### config.mk
export PLATFORM = sky130hd
export DESIGN_NAME = tmr_regbank
export DESIGN_NICKNAME = d
export VERILOG_FILES = /design/src/rtl/tmr_pkg.sv /design/src/rtl/tmr_addr_dec.sv /design/src/rtl/tmr_ctrl_seq.sv /design/src/rtl/tmr_chan_slot.sv /design/src/rtl/tmr_regbank.sv
export SDC_FILE = /design/constraint.sdc
export NUM_CORES = 2
export LEC_CHECK = 0
export ABC_AREA = 0
export BUFFER_PORTS_ARGS = -buffer_cell sky130_fd_sc_hd__buf_2
export CAP_MARGIN = 30
export CORE_AREA = 10 10 452 454
export CTS_CLUSTER_DIAMETER = 150
export CTS_CLUSTER_SIZE = 24
export DETAILED_ROUTE_END_ITERATION = 16
export DIE_AREA = 0 0 462 464
export GPL_TIMING_DRIVEN = 0
export SYNTH_ARGS = -nofsm -noshare
export SYNTH_HDL_FRONTEND = slang
export SYNTH_SLANG_ARGS = --single-unit
export TNS_END_PERCENT = 20
### constraint.sdc
create_clock -name clk -period 4.4 [get_ports clk]
set_input_delay 0.66 -clock clk [delete_from_list [all_inputs] [get_ports clk]]
set_output_delay 0.66 -clock clk [all_outputs]
set_load 0.02 [all_outputs]
### src/rtl/tmr_pkg.sv
package tmr_pkg;

  typedef enum logic [1:0] {AK_BAD, AK_SLOT, AK_CTRL, AK_CTRL2} acc_kind_e;

  typedef struct packed {
    acc_kind_e  kind;
    logic [7:0] ch;
    logic [1:0] word;
  } acc_dec_t;

  // Slot arithmetic: lower windows map straight, one hole slot, upper windows shifted by one.
  function automatic acc_dec_t decode_off(input logic [15:0] off, input int lo_slots, input int nch);
    acc_dec_t d;
    int s;
    d.kind = AK_BAD;
    d.ch   = '0;
    d.word = off[3:2];
    s      = int'(off[15:4]);
    if (off[1:0] == 2'b00) begin
      if (s < lo_slots) begin
        d.kind = AK_SLOT;
        d.ch   = 8'(s);
      end else if (s == lo_slots) begin
        if (off[3:2] == 2'd0)      d.kind = AK_CTRL;
        else if (off[3:2] == 2'd1) d.kind = AK_CTRL2;
      end else if (s <= nch) begin
        d.kind = AK_SLOT;
        d.ch   = 8'(s - 1);
      end
    end
    return d;
  endfunction

  function automatic logic irq_next(input logic cur, input logic en, input logic hit,
                                    input logic zero, input logic ovf);
    return cur ^ (en & (hit | (zero & ovf)));
  endfunction

endpackage

### src/rtl/tmr_addr_dec.sv
module tmr_addr_dec
  import tmr_pkg::*;
#(
  parameter int AW       = 8,
  parameter int NCH      = 8,
  parameter int LO_SLOTS = 3
) (
  input  logic [AW-1:0] addr,
  output acc_dec_t      dec
);
  always_comb dec = decode_off(16'(addr), LO_SLOTS, NCH);
endmodule

### src/rtl/tmr_ctrl_seq.sv
module tmr_ctrl_seq (
  input  logic       clk,
  input  logic       rst_n,
  input  logic       wr,
  input  logic [3:0] fld,
  output logic       en_o,
  output logic [2:0] cfg_o
);
  logic       stg_vld, stg_en;
  logic [2:0] stg_cfg;
  logic       turning_on, turning_off;

  assign turning_on  = wr & fld[0] & ~en_o;
  assign turning_off = wr & ~fld[0] & en_o;

  always_ff @(posedge clk) begin
    if (!rst_n) begin
      en_o    <= 1'b0;
      cfg_o   <= '0;
      stg_vld <= 1'b0;
      stg_en  <= 1'b0;
      stg_cfg <= '0;
    end else if (turning_on) begin
      cfg_o   <= fld[3:1];
      stg_vld <= 1'b1;
      stg_en  <= 1'b1;
    end else if (turning_off) begin
      en_o    <= 1'b0;
      stg_vld <= 1'b1;
      stg_en  <= 1'b0;
      stg_cfg <= fld[3:1];
    end else if (wr) begin
      en_o    <= fld[0];
      cfg_o   <= fld[3:1];
      stg_vld <= 1'b0;
    end else if (stg_vld) begin
      if (stg_en) en_o  <= 1'b1;
      else        cfg_o <= stg_cfg;
      stg_vld <= 1'b0;
    end
  end

  // configuration is already settled on the edge the enable rises
  a_r5_cfg_before_enable: assert property (@(posedge clk) disable iff (!rst_n)
    $rose(en_o) |-> $stable(cfg_o));
  // configuration is untouched on the edge the enable falls
  a_r6_stop_before_cfg: assert property (@(posedge clk) disable iff (!rst_n)
    $fell(en_o) |-> $stable(cfg_o));
endmodule

### src/rtl/tmr_chan_slot.sv
module tmr_chan_slot
  import tmr_pkg::*;
#(
  parameter int DW = 32
) (
  input  logic          clk,
  input  logic          rst_n,
  input  logic          wr_en,
  input  logic [1:0]    word,
  input  logic [DW-1:0] wdata,
  input  logic          en,
  input  logic          ovf_en,
  input  logic          hit_i,
  input  logic          zero_i,
  output logic [DW-1:0] reload_o,
  output logic [DW-1:0] match0_o,
  output logic [DW-1:0] match1_o,
  output logic          load_o,
  output logic          irq_o
);
  always_ff @(posedge clk) begin
    if (!rst_n) begin
      reload_o <= '0;
      match0_o <= '0;
      match1_o <= '0;
      load_o   <= 1'b0;
      irq_o    <= 1'b0;
    end else begin
      load_o <= wr_en && (word == 2'd0);
      if (wr_en) begin
        case (word)
          2'd1:    reload_o <= wdata;
          2'd2:    match0_o <= wdata;
          2'd3:    match1_o <= wdata;
          default: ;
        endcase
      end
      irq_o <= irq_next(irq_o, en, hit_i, zero_i, ovf_en);
    end
  end

  // the level moves only after a qualified event
  a_r11_irq_cause: assert property (@(posedge clk) disable iff (!rst_n)
    !$stable(irq_o) |-> $past(en && (hit_i || (zero_i && ovf_en))));
  // a load strobe is always preceded by a count write
  a_r10_load_cause: assert property (@(posedge clk) disable iff (!rst_n)
    load_o |-> $past(wr_en && word == 2'd0));
endmodule

### src/rtl/tmr_regbank.sv
module tmr_regbank
  import tmr_pkg::*;
#(
  parameter int AW          = 8,
  parameter int DW          = 32,
  parameter int NCH         = 8,
  parameter int LO_SLOTS    = 3,
  parameter int PULSE_FIRST = 4
) (
  input  logic              clk,
  input  logic              rst_n,
  input  logic              req_valid,
  input  logic              req_write,
  input  logic [AW-1:0]     req_addr,
  input  logic [DW-1:0]     req_wdata,
  output logic              rsp_valid,
  output logic [DW-1:0]     rsp_rdata,
  output logic              err_pulse,
  output logic [NCH-1:0]    ch_en_o,
  output logic [NCH-1:0]    ch_extclk_o,
  output logic [NCH-1:0]    ch_ovfie_o,
  output logic [NCH-1:0]    ch_pulse_o,
  output logic [NCH*DW-1:0] ch_reload_o,
  output logic [NCH*DW-1:0] ch_match0_o,
  output logic [NCH*DW-1:0] ch_match1_o,
  output logic [NCH-1:0]    ch_load_o,
  output logic [DW-1:0]     ch_load_val_o,
  input  logic [NCH*DW-1:0] ch_count_i,
  input  logic [NCH-1:0]    ch_hit_i,
  input  logic [NCH-1:0]    ch_zero_i,
  output logic [NCH-1:0]    irq_o
);
  localparam int CW  = NCH * 4;
  localparam int CHW = (NCH > 1) ? $clog2(NCH) : 1;

  acc_dec_t         dec;
  logic [CW-1:0]    ctrl_q, ctrl_new;
  logic [DW-1:0]    ctrl2_q;
  logic [NCH-1:0]   low_pulse_req;
  logic             ctrl_wr, ctrl2_wr, slot_wr, bad_pulse, err_d;
  logic [CHW-1:0]   sel;
  logic [DW-1:0]    reload_a [NCH];
  logic [DW-1:0]    match0_a [NCH];
  logic [DW-1:0]    match1_a [NCH];
  logic [DW-1:0]    count_a  [NCH];
  logic [DW-1:0]    rd_mux;

  tmr_addr_dec #(.AW(AW), .NCH(NCH), .LO_SLOTS(LO_SLOTS)) dec_i (
    .addr (req_addr),
    .dec  (dec)
  );

  assign sel       = dec.ch[CHW-1:0];
  assign ctrl_wr   = req_valid & req_write & (dec.kind == AK_CTRL);
  assign ctrl2_wr  = req_valid & req_write & (dec.kind == AK_CTRL2);
  assign slot_wr   = req_valid & req_write & (dec.kind == AK_SLOT);
  assign bad_pulse = ctrl_wr & (|low_pulse_req);
  assign err_d     = req_valid & ((dec.kind == AK_BAD) | bad_pulse);

  for (genvar c = 0; c < NCH; c++) begin : g_ch
    logic [3:0] fld;
    logic [2:0] cfg;
    if (c >= PULSE_FIRST) begin : g_pulse
      assign fld              = req_wdata[4*c +: 4];
      assign low_pulse_req[c] = 1'b0;
    end else begin : g_nopulse
      assign fld              = {1'b0, req_wdata[4*c +: 3]};
      assign low_pulse_req[c] = req_wdata[4*c+3];
    end
    assign ctrl_new[4*c +: 4] = fld;

    tmr_ctrl_seq seq_i (
      .clk   (clk),
      .rst_n (rst_n),
      .wr    (ctrl_wr),
      .fld   (fld),
      .en_o  (ch_en_o[c]),
      .cfg_o (cfg)
    );
    assign ch_extclk_o[c] = cfg[0];
    assign ch_ovfie_o[c]  = cfg[1];
    assign ch_pulse_o[c]  = cfg[2];

    tmr_chan_slot #(.DW(DW)) slot_i (
      .clk      (clk),
      .rst_n    (rst_n),
      .wr_en    (slot_wr && (dec.ch == 8'(c))),
      .word     (dec.word),
      .wdata    (req_wdata),
      .en       (ch_en_o[c]),
      .ovf_en   (cfg[1]),
      .hit_i    (ch_hit_i[c]),
      .zero_i   (ch_zero_i[c]),
      .reload_o (reload_a[c]),
      .match0_o (match0_a[c]),
      .match1_o (match1_a[c]),
      .load_o   (ch_load_o[c]),
      .irq_o    (irq_o[c])
    );
    assign ch_reload_o[c*DW +: DW] = reload_a[c];
    assign ch_match0_o[c*DW +: DW] = match0_a[c];
    assign ch_match1_o[c*DW +: DW] = match1_a[c];
    assign count_a[c]              = ch_count_i[c*DW +: DW];
  end

  always_comb begin
    rd_mux = '0;
    case (dec.kind)
      AK_CTRL:  rd_mux = DW'(ctrl_q);
      AK_CTRL2: rd_mux = ctrl2_q;
      AK_SLOT: begin
        case (dec.word)
          2'd0:    rd_mux = ch_en_o[sel] ? count_a[sel] : reload_a[sel];
          2'd1:    rd_mux = reload_a[sel];
          2'd2:    rd_mux = match0_a[sel];
          default: rd_mux = match1_a[sel];
        endcase
      end
      default:  rd_mux = '0;
    endcase
  end

  always_ff @(posedge clk) begin
    if (!rst_n) begin
      ctrl_q        <= '0;
      ctrl2_q       <= '0;
      rsp_valid     <= 1'b0;
      rsp_rdata     <= '0;
      err_pulse     <= 1'b0;
      ch_load_val_o <= '0;
    end else begin
      rsp_valid <= req_valid & ~req_write;
      err_pulse <= err_d;
      if (req_valid && !req_write) rsp_rdata <= rd_mux;
      if (ctrl_wr)  ctrl_q  <= ctrl_new;
      if (ctrl2_wr) ctrl2_q <= req_wdata;
      if (slot_wr && dec.word == 2'd0) ch_load_val_o <= req_wdata;
    end
  end

  // a response only follows a read request
  a_r8_rsp_after_read: assert property (@(posedge clk) disable iff (!rst_n)
    rsp_valid |-> $past(req_valid && !req_write));
  // the error pulse only follows a request
  a_r4_err_after_req: assert property (@(posedge clk) disable iff (!rst_n)
    err_pulse |-> $past(req_valid));
  // an unsupported pulse request is flagged on the next cycle
  a_r7_pulse_flagged: assert property (@(posedge clk) disable iff (!rst_n)
    bad_pulse |=> err_pulse);
  // channels without pulse support never show pulse mode
  a_r7_no_low_pulse: assert property (@(posedge clk) disable iff (!rst_n)
    (ch_pulse_o & NCH'((1 << PULSE_FIRST) - 1)) == '0);
endmodule

# After elaboration in Yosys (flattened, before gate mapping)
# Index checks and enable logic that the tools add are counted.
# Widths: inputs -> output; s select.
[totals] reg_bits=978 elab_cells=476
[op_classes] n_mux=128 add_sub_neg=1 order_cmp=4 n_reduce_logical=116 eq_ne=34 bitwise_logic=103
[op_table] cell="$bmux 32 s3" count=4
[op_table] cell="$mux 32" count=9
[op_table] cell="$pmux 32 s3" count=2
[op_table] cell="$mux 3" count=32
[op_table] cell="$reduce_bool 3->1" count=24
[op_table] cell="$mux 1" count=65
[op_table] cell="$reduce_and 2->1" count=32
[op_table] cell="$reduce_and 3->1" count=20
[op_table] cell="$and 1x1->1" count=55
[op_table] cell="$eq 8x3->1 const B" count=4
[op_table] cell="$not 1->1" count=30
[op_table] cell="$ne 3x3->1 const B" count=8
[op_table] cell="$reduce_bool 2->1" count=12
[op_table] cell="$mux 2" count=11
[op_table] cell="$mux 10" count=2
[op_table] cell="$logic_and 1x1->1" count=18
[op_table] cell="$eq 8x2->1 const B" count=2
[op_table] cell="$ne 2x1->1 const B" count=8
[op_table] cell="$mux 9" count=1
[op_table] cell="$or 1x1->1" count=9
[op_table] cell="$eq 2x2->1 const B" count=4
[op_table] cell="$eq 8x1->1 const B" count=1
[op_table] cell="$logic_not 8->1" count=1
[op_table] cell="$mux 8" count=1
[op_table] cell="15 further kinds" count=31

# Longest topological paths before layout
[logic_depth] ltp_word=13 ltp_mapped=14 ltp_nobuf=10

# By module
# Synthesis repeated with hierarchy kept, for this count alone.
[hier_totals] hier_cells=5236 hier_area_um2=46500.8
[modules_own_cells] module="tmr_chan_slot" area_per_inst_um2=3702.3 cells_each=429 seq_area_each_um2=1961.9 instances=8
[modules_own_cells] module="tmr_regbank" area_per_inst_um2=13460.4 cells_each=1430 seq_area_each_um2=2522.4 instances=1
[modules_own_cells] module="tmr_ctrl_seq" area_per_inst_um2=399.1 cells_each=43 seq_area_each_um2=180.2 instances=8
[modules_own_cells] module="tmr_addr_dec" area_per_inst_um2=229.0 cells_each=30 seq_area_each_um2=0.0 instances=1

# Least setup slack after synthesis
# OpenSTA, ideal clock, no wires.
[synth_path] path_type="input port to flip-flop" from="input req_addr[4]" to="register rsp_rdata[1]" t_arrival_ns=3.156 stages=11 slack_ns=1.113 n_path_buf=2 required_ns=4.269 setup_ns=0.131 path_cell_list="ha_1 > or4b_2 > nand3_1 > nand2_1 > buf_2 > buf_1 > a2bb2oi_1 > o221ai_1 > nand3_1 > a221oi_1 > o22ai_1"
[synth_between] elab_chain_cells=12
[synth_rtl] element="from (decl)" line="tmr_regbank.sv:14" source="input logic [AW-1:0] req_addr,"
[synth_rtl] element="$sub 4x1->5 / $le 4x4->1 (equally long branches)" line="tmr_pkg.sv:28, tmr_pkg.sv:26"
[synth_rtl] element="$mux 9" line="tmr_pkg.sv:26" source="end else if (s <= nch) begin"
[synth_rtl] element="$mux 8" line="tmr_pkg.sv:23" source="end else if (s == lo_slots) begin"
[synth_rtl] element="$mux 10 *" line="tmr_pkg.sv:20" source="if (s < lo_slots) begin"
[synth_rtl] element="$mux 10 *" line="tmr_pkg.sv:19" source="if (off[1:0] == 2'b00) begin"
[synth_rtl] element="$not 3->4 (implied by the code)"
[synth_rtl] element="$bmux 32 s3 (on tied branches)" line="tmr_regbank.sv:113, tmr_regbank.sv:114"
[synth_rtl] element="$mux 32 (on tied branches) (2 in a row)" line="tmr_regbank.sv:113, tmr_regbank.sv:114"
[synth_rtl] element="$mux 32" line="tmr_regbank.sv:113" source="2'd0: rd_mux = ch_en_o[sel] ? count_a[sel] : reload_a[sel];"
[synth_rtl] element="$pmux 32 s3" line="tmr_regbank.sv:112" source="case (dec.word)"
[synth_rtl] element="$pmux 32 s3 *" line="tmr_regbank.sv:108" source="case (dec.kind)"
[synth_rtl] element="to (signal assigned)" line="tmr_regbank.sv:134" source="if (req_valid && !req_write) rsp_rdata <= rd_mux;"
[synth_rtl] element="to (decl)" line="tmr_regbank.sv:17" source="output logic [DW-1:0] rsp_rdata,"
# Mark *: on every way between the ends. The rest lies on a longest branch, timed or not. The select of a mux whose other input is x is not followed.
# A chain may end at the register's enable or synchronous reset.

# Worst setup path after layout
[layout_path] from="input req_addr[4]" to="register rsp_rdata[5]"
# The elaborated chain is that of the path after synthesis.

==> flow_metrics.py <==
metrics = {
    "outcome": {
        "violations": "setup timing",
        "status": "finished, violations left",
    },
    "global_routing": {
        "antenna_found_initial": 65,
        "grt_pass1_wl_um": 593000,
        "grt_max_degree": 25,
        "overflow": 0,
        "grt_pass1_vias": 52556,
        "grt_use_total_pct": 42.2,
    },
    "routing": {
        "num_vias": 59110,
        "antenna_left": 0,
        "wl_um": 480000,
        "drtIter0Drc": 9860,
        "drcViolationCount": 0,
        "vias_per_cell": 5.80,
        "wl_per_cell_um": 47.1,
        "dr.pass1.iters": 8,
    },
    "clock_tree": {
        "cts_tree": "built",
        "cts_root_buffer": "clkbuf_16",
        "clockBufferDepth": 3,
        "cts.sinks": 974,
        "cts.clk_slew.worst_paths_ps": 110,
        "cts_max_level": 2,
        "cts_buffers": 47,
        "clk_latency_ps": 770,
    },
    "power": {
        "ir_worst_vdd_mv": 0.317,
        "leakage_nw": 22.5,
        "cellInternalPower_mw": 11.7,
        "power_frac_clock_pct": 31.6,
        "comb_power_share_pct": 19.0,
        "seqPwrFrac_pct": 49.4,
        "power_density_nw_per_um2": 307,
        "swShare_pct": 34.7,
        "p_sw_mw": 6.20,
    },
    "timing": {
        "fin_skew_ps": 62.9,
        "rsz0062_at_grt": "true",
        "setup_slack_ps": -228,
        "hold_violations": 0,
        "fmax_mhz": 216,
        "finalCriticalPeriod_ps": 4630,
        "slew_violations": 0,
        "finalCritPeriodShare_pct": 105,
        "fin_setup_tns_ps": -11150,
        "setup_viol": 151,
        "whs_ps": 234,
        "slew_headroom_pct": 20.6,
        "tightest_slew_ps": 1190,
    },
    "worst_hold_path": {
        "min_from": "req_wdata[15]",
        "hold_end": "g_ch[7].slot_i.reload_o[15]",
        "hp-class": "in2reg",
        "hold_depth": 3,
    },
    "die": {
        "start_util_pct": 22.6,
        "io_pins": 1198,
        "die_h_um": 464,
        "die_area_sq_um": 214000,
        "num_rows": 162,
        "core_sq_um": 195000,
        "die_w_um": 462,
    },
    "critical_path": {
        "cp_max_fo": 10,
        "path_class": "in2reg",
        "reg2reg_slack_ps": 880,
        "crit_arrival_ps": 5250,
        "cp.required_ps": 5020,
        "r2r_end": "rsp_rdata[6]",
        "reg2reg_from": "g_ch[2].seq_i.en_o",
        "worstSetupStartpointType": "primary input",
        "r2r_cells": 10,
        "end_kind": "flip-flop",
    },
    "layout": {
        "seq_area_sq_um": 19500,
        "multi_input_area_sq_um": 22100,
        "area_growth_pct": 32.5,
        "nets": 7947,
        "design_area_sq_um": 58200,
        "fin_cells": 10199,
        "drive_gt1_share_pct": 22.8,
        "nFillCells": 21554,
    },
    "yosys": {
        "synth_edf_count": 0,
        "synthArstFlopShare_pct": 0,
        "ys_top_cells_by_area": "dfxtp_1, nand2_1, a21oi_1",
        "synth_seq_area_share_pct": 44.4,
        "synthFlopType": "dfxtp_1",
        "synth_area_leader_cell": "dfxtp_1",
        "yosys_warnings": 0,
        "avgSynthCellArea_sq_um": 7.09,
        "postSynthCellCount": 6194,
        "ys_seq_elements": 974,
        "yosysUniqueCellTypes": 78,
        "yosysTopAreaCellShare_pct": 44.4,
        "syn_area_sq_um": 43900,
    },
    "placement": {
        "port_buffers": 1169,
        "post_dp_cell_area_sq_um": 56200,
        "dp_cells": 10109,
        "gp_congestion": 1.07,
        "hpwl_um": 404000,
    },
    "run": {
        "maxCapViolCount": 0,
    },
}
-- kinds of logic after synthesis --
family | synth area share [%]
XOR/XNOR | 0.319
flip-flops | 44.4
AND/OR/NAND/NOR | 24.8
AO/OA/AOI/OAI | 22.4
multiplexers | 1.90
other | 0.00853
buffers and inverters | 6.10
adder cells (fa/ha/maj) | 0.0569
-- cell type report --
cell class                      count  share of cell area [%]
Buffer                            624                    4.91
Tap cell                         2542                    5.46
Antenna cell                       19                  0.0817
Multi-Input combinational cell   4592                    38.0
Clock inverter                      6                   0.148
Sequential cell                   974                    33.5
Timing Repair Buffer             1385                    15.8
Clock buffer                       52                    2.11
Inverter                            5                  0.0322
-- power groups by stage --
stage	Combinational [mW]	Clock [mW]	Sequential, mW
2_1_floorplan	0.894	0	9.04
3_3_place_gp	2.77	0	9.04
3_5_place_dp	3.10	0	9.04
4_1_cts	3.13	5.58	8.83
5_1_grt	3.24	5.82	8.84
6_report	3.40	5.64	8.84
-- per-layer routing --
metal  global-route usage [%]  up-vias  routed length (um)
met4                     25.2       12               35600
met5                        0        -                  95
met2                     58.9     5049              190000
li1                         -    23670                   -
met3                     21.2      959               75900
met1                     51.3    29420              179000
-- synth_stat cells, types with 13 or more instances --
master / number
dfxtp_1: 974
a2bb2oi_1: 26
nand2_1: 2306
mux2i_1: 79
o221ai_1: 91
a221oi_1: 25
buf_1: 54
a311oi_1: 33
a21oi_1: 1105
o21ai_0: 247
a31oi_1: 46
nand3_1: 143
a211oi_1: 13
clkbuf_1: 439
nor3_1: 14
buf_4: 56
nor2_1: 192
nor2b_1: 16
buf_2: 75
o21a_1: 14
a31o_2: 14
o22ai_1: 50
xnor2_1: 16
-- per-stage QoR --
stage	utilization [%]	power [mW]	setup slack, ps
after floorplan	-	9.93	1110
after global placement	27.2	11.8	-3280
after detailed placement	28.9	12.1	-1740
after CTS	29.7	17.5	2.88
after global routing	29.9	17.9	-32.5
final	29.9	17.9	-228
-- placed cells by master, fill, tap and decap left out, drive strengths merged, types with 4 or more instances in the layout --
| cell type | instances |
|---|---|
| nand2b | 7 |
| nor2 | 200 |
| nand3b | 7 |
| nor3 | 20 |
| or3 | 7 |
| o211ai | 7 |
| nor2b | 16 |
| mux2 | 4 |
| a22o | 4 |
| nor4 | 11 |
| and3 | 12 |
| o41ai | 4 |
| a32oi | 12 |
| a32o | 5 |
| nand3 | 144 |
| mux2i | 79 |
| xnor2 | 16 |
| buf | 1558 |
| a31oi | 48 |
| nand2 | 2306 |
| o2111ai | 7 |
| a221oi | 25 |
| dfxtp | 974 |
| inv | 8 |
| a31o | 14 |
| diode | 19 |
| a21oi | 1105 |
| and2 | 4 |
| o21a | 14 |
| o221ai | 91 |
| a211oi | 13 |
| o22ai | 50 |
| o31ai | 6 |
| a311oi | 33 |
| a2bb2oi | 26 |
| clkbuf | 500 |
| o21ai | 251 |
| conb | 4 |
-- worst max path at each step --
stage | from | endpoint | slack [ps] | depth (start not counted)
3_3_place_gp | req_addr[4] | rsp_rdata[20] | -3280 | 14
3_5_place_dp | req_addr[4] | rsp_rdata[10] | -1740 | 14
4_1_cts | req_addr[4] | rsp_rdata[0] | 3 | 12
5_1_grt | req_addr[4] | g_ch[3].slot_i.match0_o[30] | -30 | 12
6_report | req_addr[4] | rsp_rdata[5] | -230 | 16
2_1_floorplan | req_addr[4] | rsp_rdata[1] | 1110 | 11
-- registers in the layout (all words and copies together), names as in the netlist, 20 cells and up --
register / cells
g_ch.slot_i.reload_o: 256
ctrl2_q: 32
g_ch.slot_i.match0_o: 256
g_ch.seq_i.stg_cfg: 20
g_ch.slot_i.match1_o: 256
rsp_rdata: 32
g_ch.seq_i.cfg_o: 20
ch_load_val_o: 32
ctrl_q: 28
-- critical path: stages --
cell and delay [ps]:
buf_2 200, inv_1 120, ha_1 320, nor4bb_2 230, nor3_2 460, buf_4 480
clkbuf_1 390, buf_8 240, clkbuf_1 370, buf_8 240, nand2_1 70, nand3_1 130
o21ai_0 240, a21oi_1 610, a211oi_1 110, a311oi_1 300
-- repair_timing --
| action | CTS | global route |
|---|---|---|
| cloned | 0 | 0 |
| hold buffers | 0 | 0 |
| pin swaps | 0 | 4 |
| buffers inserted | 3 | 0 |
| resized for setup | 66 | 64 |
| setup endpoints to repair | 568 | 268 |
No activity file was read; power rests on OpenSTA's default activity.
